## src/rtl/nmi_line_pkg.sv

```systemverilog
package nmi_line_pkg;

  typedef enum logic [1:0] {
    TRIG_LVL_LOW   = 2'd0,
    TRIG_EDGE_FALL = 2'd1,
    TRIG_LVL_HIGH  = 2'd2,
    TRIG_EDGE_RISE = 2'd3
  } trigMode_e;

  typedef enum logic [1:0] {
    SEL_NONE = 2'd0,
    SEL_CTRL = 2'd1,
    SEL_EN   = 2'd2,
    SEL_PEND = 2'd3
  } rdSel_e;

  typedef struct packed {
    logic   wrCtrl;
    logic   wrEn;
    logic   clrPend;
    rdSel_e rdSel;
  } regStb_t;

endpackage

```

## src/rtl/nmi_line_decode.sv

```systemverilog
module nmi_line_decode
  import nmi_line_pkg::*;
#(
  parameter int ADDR_W = 4,
  parameter int LAYOUT = 0
) (
  input  logic [ADDR_W-1:0] regAddr,
  input  logic              regWe,
  input  logic              wdBit0,
  output regStb_t           stb
);

  localparam logic [ADDR_W-1:0] CTRL_A = ADDR_W'(0);
  logic [ADDR_W-1:0] enA;
  logic [ADDR_W-1:0] pendA;

  generate
    if (LAYOUT == 0) begin : g_layoutA
      assign pendA = ADDR_W'(4);
      assign enA   = ADDR_W'(8);
    end else begin : g_layoutB
      assign enA   = ADDR_W'(4);
      assign pendA = ADDR_W'(8);
    end
  endgenerate

  logic hitCtrl, hitEn, hitPend;

  always_comb begin
    hitCtrl = (regAddr == CTRL_A);
    hitEn   = (regAddr == enA);
    hitPend = (regAddr == pendA);

    stb.wrCtrl  = regWe && hitCtrl;
    stb.wrEn    = regWe && hitEn;
    stb.clrPend = regWe && hitPend && wdBit0;

    if (hitCtrl)      stb.rdSel = SEL_CTRL;
    else if (hitEn)   stb.rdSel = SEL_EN;
    else if (hitPend) stb.rdSel = SEL_PEND;
    else              stb.rdSel = SEL_NONE;
  end

endmodule

```

## src/rtl/nmi_line_datapath.sv

```systemverilog
module nmi_line_datapath
  import nmi_line_pkg::*;
#(
  parameter int DATA_W      = 32,
  parameter int SYNC_STAGES = 2
) (
  input  logic              clk,
  input  logic              rstN,
  input  logic              lineIn,
  input  regStb_t           stb,
  input  logic [DATA_W-1:0] regWdata,
  output logic [DATA_W-1:0] regRdata,
  output logic              pendBit,
  output logic              enBit,
  output logic              irqOut
);

  logic [SYNC_STAGES-1:0] syncQ;
  logic                   lineOld;
  logic                   lineNow;
  logic [DATA_W-1:0]      ctrlQ;
  logic                   pendQ;
  logic                   enQ;
  logic                   irqQ;
  logic                   hit;
  trigMode_e              mode;

  // Synchroniser resets to the inactive level of the reset-default mode.
  always_ff @(posedge clk or negedge rstN) begin
    if (!rstN) begin
      syncQ   <= '1;
      lineOld <= 1'b1;
    end else begin
      syncQ   <= {syncQ[SYNC_STAGES-2:0], lineIn};
      lineOld <= lineNow;
    end
  end

  assign lineNow = syncQ[SYNC_STAGES-1];
  assign mode    = trigMode_e'(ctrlQ[1:0]);

  always_comb begin
    unique case (mode)
      TRIG_LVL_LOW:   hit = !lineNow;
      TRIG_EDGE_FALL: hit = lineOld && !lineNow;
      TRIG_LVL_HIGH:  hit = lineNow;
      TRIG_EDGE_RISE: hit = !lineOld && lineNow;
      default:        hit = 1'b0;
    endcase
  end

  always_ff @(posedge clk or negedge rstN) begin
    if (!rstN) begin
      ctrlQ <= '0;
      enQ   <= 1'b0;
      pendQ <= 1'b0;
      irqQ  <= 1'b0;
    end else begin
      if (stb.wrCtrl) ctrlQ <= regWdata;
      if (stb.wrEn)   enQ   <= regWdata[0];
      // A clear wins over a set arriving in the same cycle.
      if (stb.clrPend)  pendQ <= 1'b0;
      else if (hit)     pendQ <= 1'b1;
      irqQ <= pendQ && enQ;
    end
  end

  always_comb begin
    regRdata = '0;
    unique case (stb.rdSel)
      SEL_CTRL: regRdata = ctrlQ;
      SEL_EN:   regRdata[0] = enQ;
      SEL_PEND: regRdata[0] = pendQ;
      default:  regRdata = '0;
    endcase
  end

  assign pendBit = pendQ;
  assign enBit   = enQ;
  assign irqOut  = irqQ;

endmodule

```

## src/rtl/nmi_line_ctrl.sv

```systemverilog
module nmi_line_ctrl
  import nmi_line_pkg::*;
#(
  parameter int ADDR_W      = 4,
  parameter int DATA_W      = 32,
  parameter int SYNC_STAGES = 2,
  parameter int LAYOUT      = 0
) (
  input  logic              clk,
  input  logic              rstN,
  input  logic [ADDR_W-1:0] regAddr,
  input  logic              regWe,
  input  logic [DATA_W-1:0] regWdata,
  output logic [DATA_W-1:0] regRdata,
  input  logic              lineIn,
  output logic              irqOut
);

  regStb_t stb;
  logic    pendBit;
  logic    enBit;

  nmi_line_decode #(
    .ADDR_W(ADDR_W),
    .LAYOUT(LAYOUT)
  ) u_decode (
    .regAddr(regAddr),
    .regWe  (regWe),
    .wdBit0 (regWdata[0]),
    .stb    (stb)
  );

  nmi_line_datapath #(
    .DATA_W     (DATA_W),
    .SYNC_STAGES(SYNC_STAGES)
  ) u_datapath (
    .clk     (clk),
    .rstN    (rstN),
    .lineIn  (lineIn),
    .stb     (stb),
    .regWdata(regWdata),
    .regRdata(regRdata),
    .pendBit (pendBit),
    .enBit   (enBit),
    .irqOut  (irqOut)
  );

endmodule

```

## config.mk

```make
export PLATFORM = sky130hd
export DESIGN_NAME = nmi_line_ctrl
export DESIGN_NICKNAME = d
export VERILOG_FILES = /design/src/rtl/nmi_line_pkg.sv /design/src/rtl/nmi_line_decode.sv /design/src/rtl/nmi_line_datapath.sv /design/src/rtl/nmi_line_ctrl.sv
export SDC_FILE = /design/constraint.sdc
export NUM_CORES = 1
export LEC_CHECK = 0
export BUFFER_PORTS_ARGS = -buffer_cell sky130_fd_sc_hd__buf_2
export CAP_MARGIN = 20
export CORE_MARGIN = 2
export CORE_UTILIZATION = 51
export DETAILED_ROUTE_END_ITERATION = 7
export MAX_ROUTING_LAYER = met4
export PLACE_DENSITY = 0.84
export SYNTH_ARGS = -nofsm -noshare
export SYNTH_HDL_FRONTEND = slang
export SYNTH_SLANG_ARGS = --single-unit
```

## constraint.sdc

```tcl
create_clock -name clk -period 2.2 [get_ports clk]
set_input_delay 0.44 -clock clk [delete_from_list [all_inputs] [get_ports clk]]
set_output_delay 0.44 -clock clk [all_outputs]
set_load 0.02 [all_outputs]
```

# Word level (Yosys, flattened, before mapping)

Index checks and enable logic that the tools add are counted.

Eq/ne operators: 8
Muxes and demuxes: 8
Reduce and logical (&&, ||, !) cells: 12

Operators with widths:

| cell                                                 | number |
|---|---|
| two-way mux 31 bit                                   | 1 |
| equality test 2 bit (second input constant)          | 4 |
| logical AND 1 bit                                    | 7 |
| two-way mux 2 bit                                    | 3 |
| equality test 2 x 1 -> 1 bit (second input constant) | 2 |
| equality test 4 x 3 -> 1 bit (second input constant) | 1 |
| equality test 4 bit (second input constant)          | 1 |
| logical NOT 4 bit                                    | 1 |
| one-hot mux 1 bit (4 select lines)                   | 1 |
| one-hot mux 1 bit (3 select lines)                   | 1 |
| logical NOT 1 bit                                    | 2 |
| logical NOT 2 bit                                    | 1 |
| two-way mux 1 bit                                    | 2 |
| nonzero test 2 bit                                   | 1 |

Flip-flop bits (word level): 38
Input port bits: 40
Output and inout bits: 33

# Logic depth before layout (Yosys ltp)

Depth after elaboration: 6
Depth in mapped cells: 4
Mapped depth without buffers: 3

# Modules after synthesis

Synthesis repeated with hierarchy kept, for this count alone.

Cell total of the unflattened synthesis: 125
Area, all modules: 1,844.3 um^2

By module, submodules not included:

| module            | instances | cells an instance | area an instance (um^2) |
|---|---|---|---|
| nmi_line_datapath | 1         | 118               | 1,789.2 |
| nmi_line_decode   | 1         | 7                 | 55.1 |

# Least setup slack after synthesis

Ideal clock, no wire load.

Path type: input -> output
From: input port regAddr[3]
To: output port regRdata[10]
Data arrival time: 1.255 ns
Data required time: 1.760 ns
Setup slack: 0.505 ns
Stages: 3
Path buffers: 1
Path through: nor4_2 -> clkbuf_1 -> and2_1

Word-level cells in the longest chain between the ends: 6

RTL lines:

| element                        | line                    | RTL |
|---|---|---|
| start, declared                | nmi_line_ctrl.sv:11     | `input logic [ADDR_W-1:0] regAddr,` |
| equality test 4 x 3 -> 1 bit   | nmi_line_decode.sv:32   | `hitPend = (regAddr == pendA);` |
| two-way mux 2 bit              | nmi_line_decode.sv:40   | `else if (hitPend) stb.rdSel = SEL_PEND;` |
| two-way mux 2 bit              | nmi_line_decode.sv:39   | `else if (hitEn) stb.rdSel = SEL_EN;` |
| two-way mux 2 bit *            | nmi_line_decode.sv:38   | `if (hitCtrl) stb.rdSel = SEL_CTRL;` |
| equality test 2 x 1 -> 1 bit * | nmi_line_datapath.sv:70 | `unique case (stb.rdSel)` |
| two-way mux 31 bit *           | nmi_line_datapath.sv:70 |  |
| end, declared                  | nmi_line_ctrl.sv:14     | `output logic [DATA_W-1:0] regRdata,` |

Mark *: on every way between the ends. The rest lies on a longest branch, timed or not.

# Worst setup path in the final report

From: input port regAddr[3]
To: output port regRdata[15]

The elaborated chain is that of the path after synthesis.

==> reports/metrics.cfg <==
[logic_synthesis]
yosysTopAreaCell = dfrtp_1
synth_area_per_cell_um2 = 14.4
synthSimpleGateAreaFrac = 0.149
mappedNetlistNets = 164
synth_sequential_area_ratio = 0.533
ys.warnings.count = 0
syn-cell-area_um2 = 1790
synth_top_cell_area_share = 0.489
synth_seq_cells = 38
synth.distinct_cells = 20
synth_area_in_compound_gates = 0.0168
share_of_synthesized_cell_area_in_full_adder_half_adder_and_majority_cells = 0
multiplexer_share_of_the_synthesized_area = 0.276
synth_top_cells_by_area = dfrtp_1, mux2_4, and2_1
post_synth_xor_area_fraction = 0
main_combinational_cell_family_by_area_after_synthesis = multiplexers
post_synth_inst_count = 124

[cts]
cts_repair_resize_count = 0
cts_tree = done
cts.repair_timing.setup_buffer_count = 0
cts_num_sinks = 38
cts_inserted_buffers = 5
cts_max_level = 2
clk_pin_slew_worst_paths_ps = 110
cts_max_path_buffers = 2
insertion_delay_ps = 330
post_cts_hold_buffer_count = 0
root_buffer = clkbuf_4

[timing]
max_slew.worst_pin.slew_ps = 797
slew_violations = 0
slew_headroom = 0.469
setup-violations-final = 0
finalCritPeriodShare = 0.856
unrepaired_setup_endpoints_after_global_routing = no
clock_skew_ps = 1.15
final.setup.worst_slack_ps = 316
timing.fmax_mhz = 531
final.setup.tns_ps = 0
hold_violations = 0
layout_min_cycle_time_ps = 1880

[finish]
nNetsFinal = 241
final_cell_mix = buf_2, dfrtp_1, and2_1
fillerInstances = 269
syn_to_final_growth_pct = 26.3
layout-drive-gt1-share = 0.604
number_of_diodes_added_for_antenna_fixing = 0
commonest_non_fill_non_tap_cell_in_the_layout = buf_2
fin_util = 0.673

[die]
initial_utilization = 0.533
die_width_um = 63.3
placement_rows = 21
floorplan.core_area_um2 = 3360
die_h_um = 63.3
top_level_ports = 73
dieArea_um2 = 4000

[place]
place.port_buffers = 72
place_worst_setup_slack_ps = 311
hpwl_um = 2610
gp_routability_congestion = 0.712

[detailed_routing]
routed_via_density = 4.83
dr.pass1.iters = 4
detail_route.wl_per_cell_um = 14.2
final_antenna_net_count = 0
drt_drc_violations_left = 0
detailroute.via_count = 1198
drt-initial-drc-count = 31
detail_route.wirelength_um = 3520

[grt]
wire_length_of_the_first_global_routing_pass_um = 5890
grt_antenna_before_repair = 0
first_global_vias = 1258
maximum_number_of_pins_on_one_net_before_global_route_repair = 39
grtUsageTotal = 0.197
global_route.overflow_total = 0

[setup_path]
critical_path_arrival_ps = 1440
critical_path.max_fanout = 21
criticalPathCategory = input port to primary output
crit_required_ps = 1760
reg2reg_path_depth = 3
crit_path_end_kind = primary output
worst_setup_path_start_kind = input port

[flow_run]
max_cap_violations = 0

[power]
total_power_divided_by_cell_area_nw_per_um2 = 730
leakage_uw = 0.00127
overall_power_consumption_uw = 1650
peakVddDrop_mv = 0.461

[outcome]
run_status = finished, final reports clean

[hold_path]
worstHoldPathType = input port to asynchronous set/reset pin

## power breakdown
part	internal (uW)	switching, uW
registers	849	80.0
logic	232	117
clock network	155	221
total	1240	418
## layout make-up
cell class	count	area, um2	area share
multi-input combinational	80	801	0.354
tap	46	57.6	0.0254
clock inverter	1	5.00	0.00221
sequential	38	955	0.422
timing repair buffer	76	390	0.172
clock buffer	7	55.1	0.0243
## routing by layer
metal / part of all wire / GRT usage / wire (um)
met1: 0.43 / 0.235 / 1520
met2: 0.48 / 0.326 / 1690
met3: 0.078 / 0.0589 / 275
met4: 0.0094 / 0.0571 / 33
met5: 0 / - / 0
## kinds of logic (layout without fill, tap and decap cells)
logic type / after synthesis / count (layout)
and+or+nand+nor: 42 / 42
DFF: 38 / 38
muxes: 34 / 34
buffers and inverters: 6 / 84
AOI/OAI and AO/OA: 4 / 4
## critical path, stage by stage
cell	delay, ps
buf_2	140
nor4_4	290
buf_4	250
and2_1	150
buf_2	170
## synthesized netlist by cell type (all sizes together)
master,n
dfrtp,35
and2,33
mux2,33
buf,3
clkbuf,3
dfstp,3
nor2,2
a21boi,1
a221oi,1
a41oi,1
mux2i,1
nand2,1
nand2b,1
nand3,1
nand3b,1
nor2b,1
nor3,1
nor4,1
o21ai,1
## through the flow
step,std cells,hold slack [ps],cell area (um2)
finish,248,172,2260
global route,248,167,2260
CTS,248,176,2260
global placement,240,347,2200
floorplan,124,144,1790
detailed placement,240,351,2200
## sequential cells by signal, summed over array words and instances, names as in the netlist
| register | flops |
|---|---|
| u_datapath.pendBit | 1 |
| u_datapath.syncQ | 2 |
| u_datapath.ctrlQ | 32 |
| u_datapath.enBit | 1 |
| u_datapath.irqOut | 1 |
| u_datapath.lineOld | 1 |
## path summary, 6_finish.rpt
| path | start | end | slack [ps] |
|---|---|---|---|
| min in group clk | lineIn | u_datapath.syncQ[0]$_DFF_PN1_ | 190 |
| max | regAddr[3] | regRdata[15] | 320 |
| min | rstN | u_datapath.ctrlQ[25]$_DFFE_PN0P_ | 170 |
| min reg2reg | u_datapath.syncQ[0]$_DFF_PN1_ | u_datapath.syncQ[1]$_DFF_PN1_ | 360 |
| max in group asynchronous | rstN | u_datapath.ctrlQ[7]$_DFFE_PN0P_ | 1520 |
| max reg2reg | u_datapath.syncQ[1]$_DFF_PN1_ | u_datapath.pendBit$_DFFE_PN0P_ | 1070 |
No activity file was read; power rests on OpenSTA's default activity.
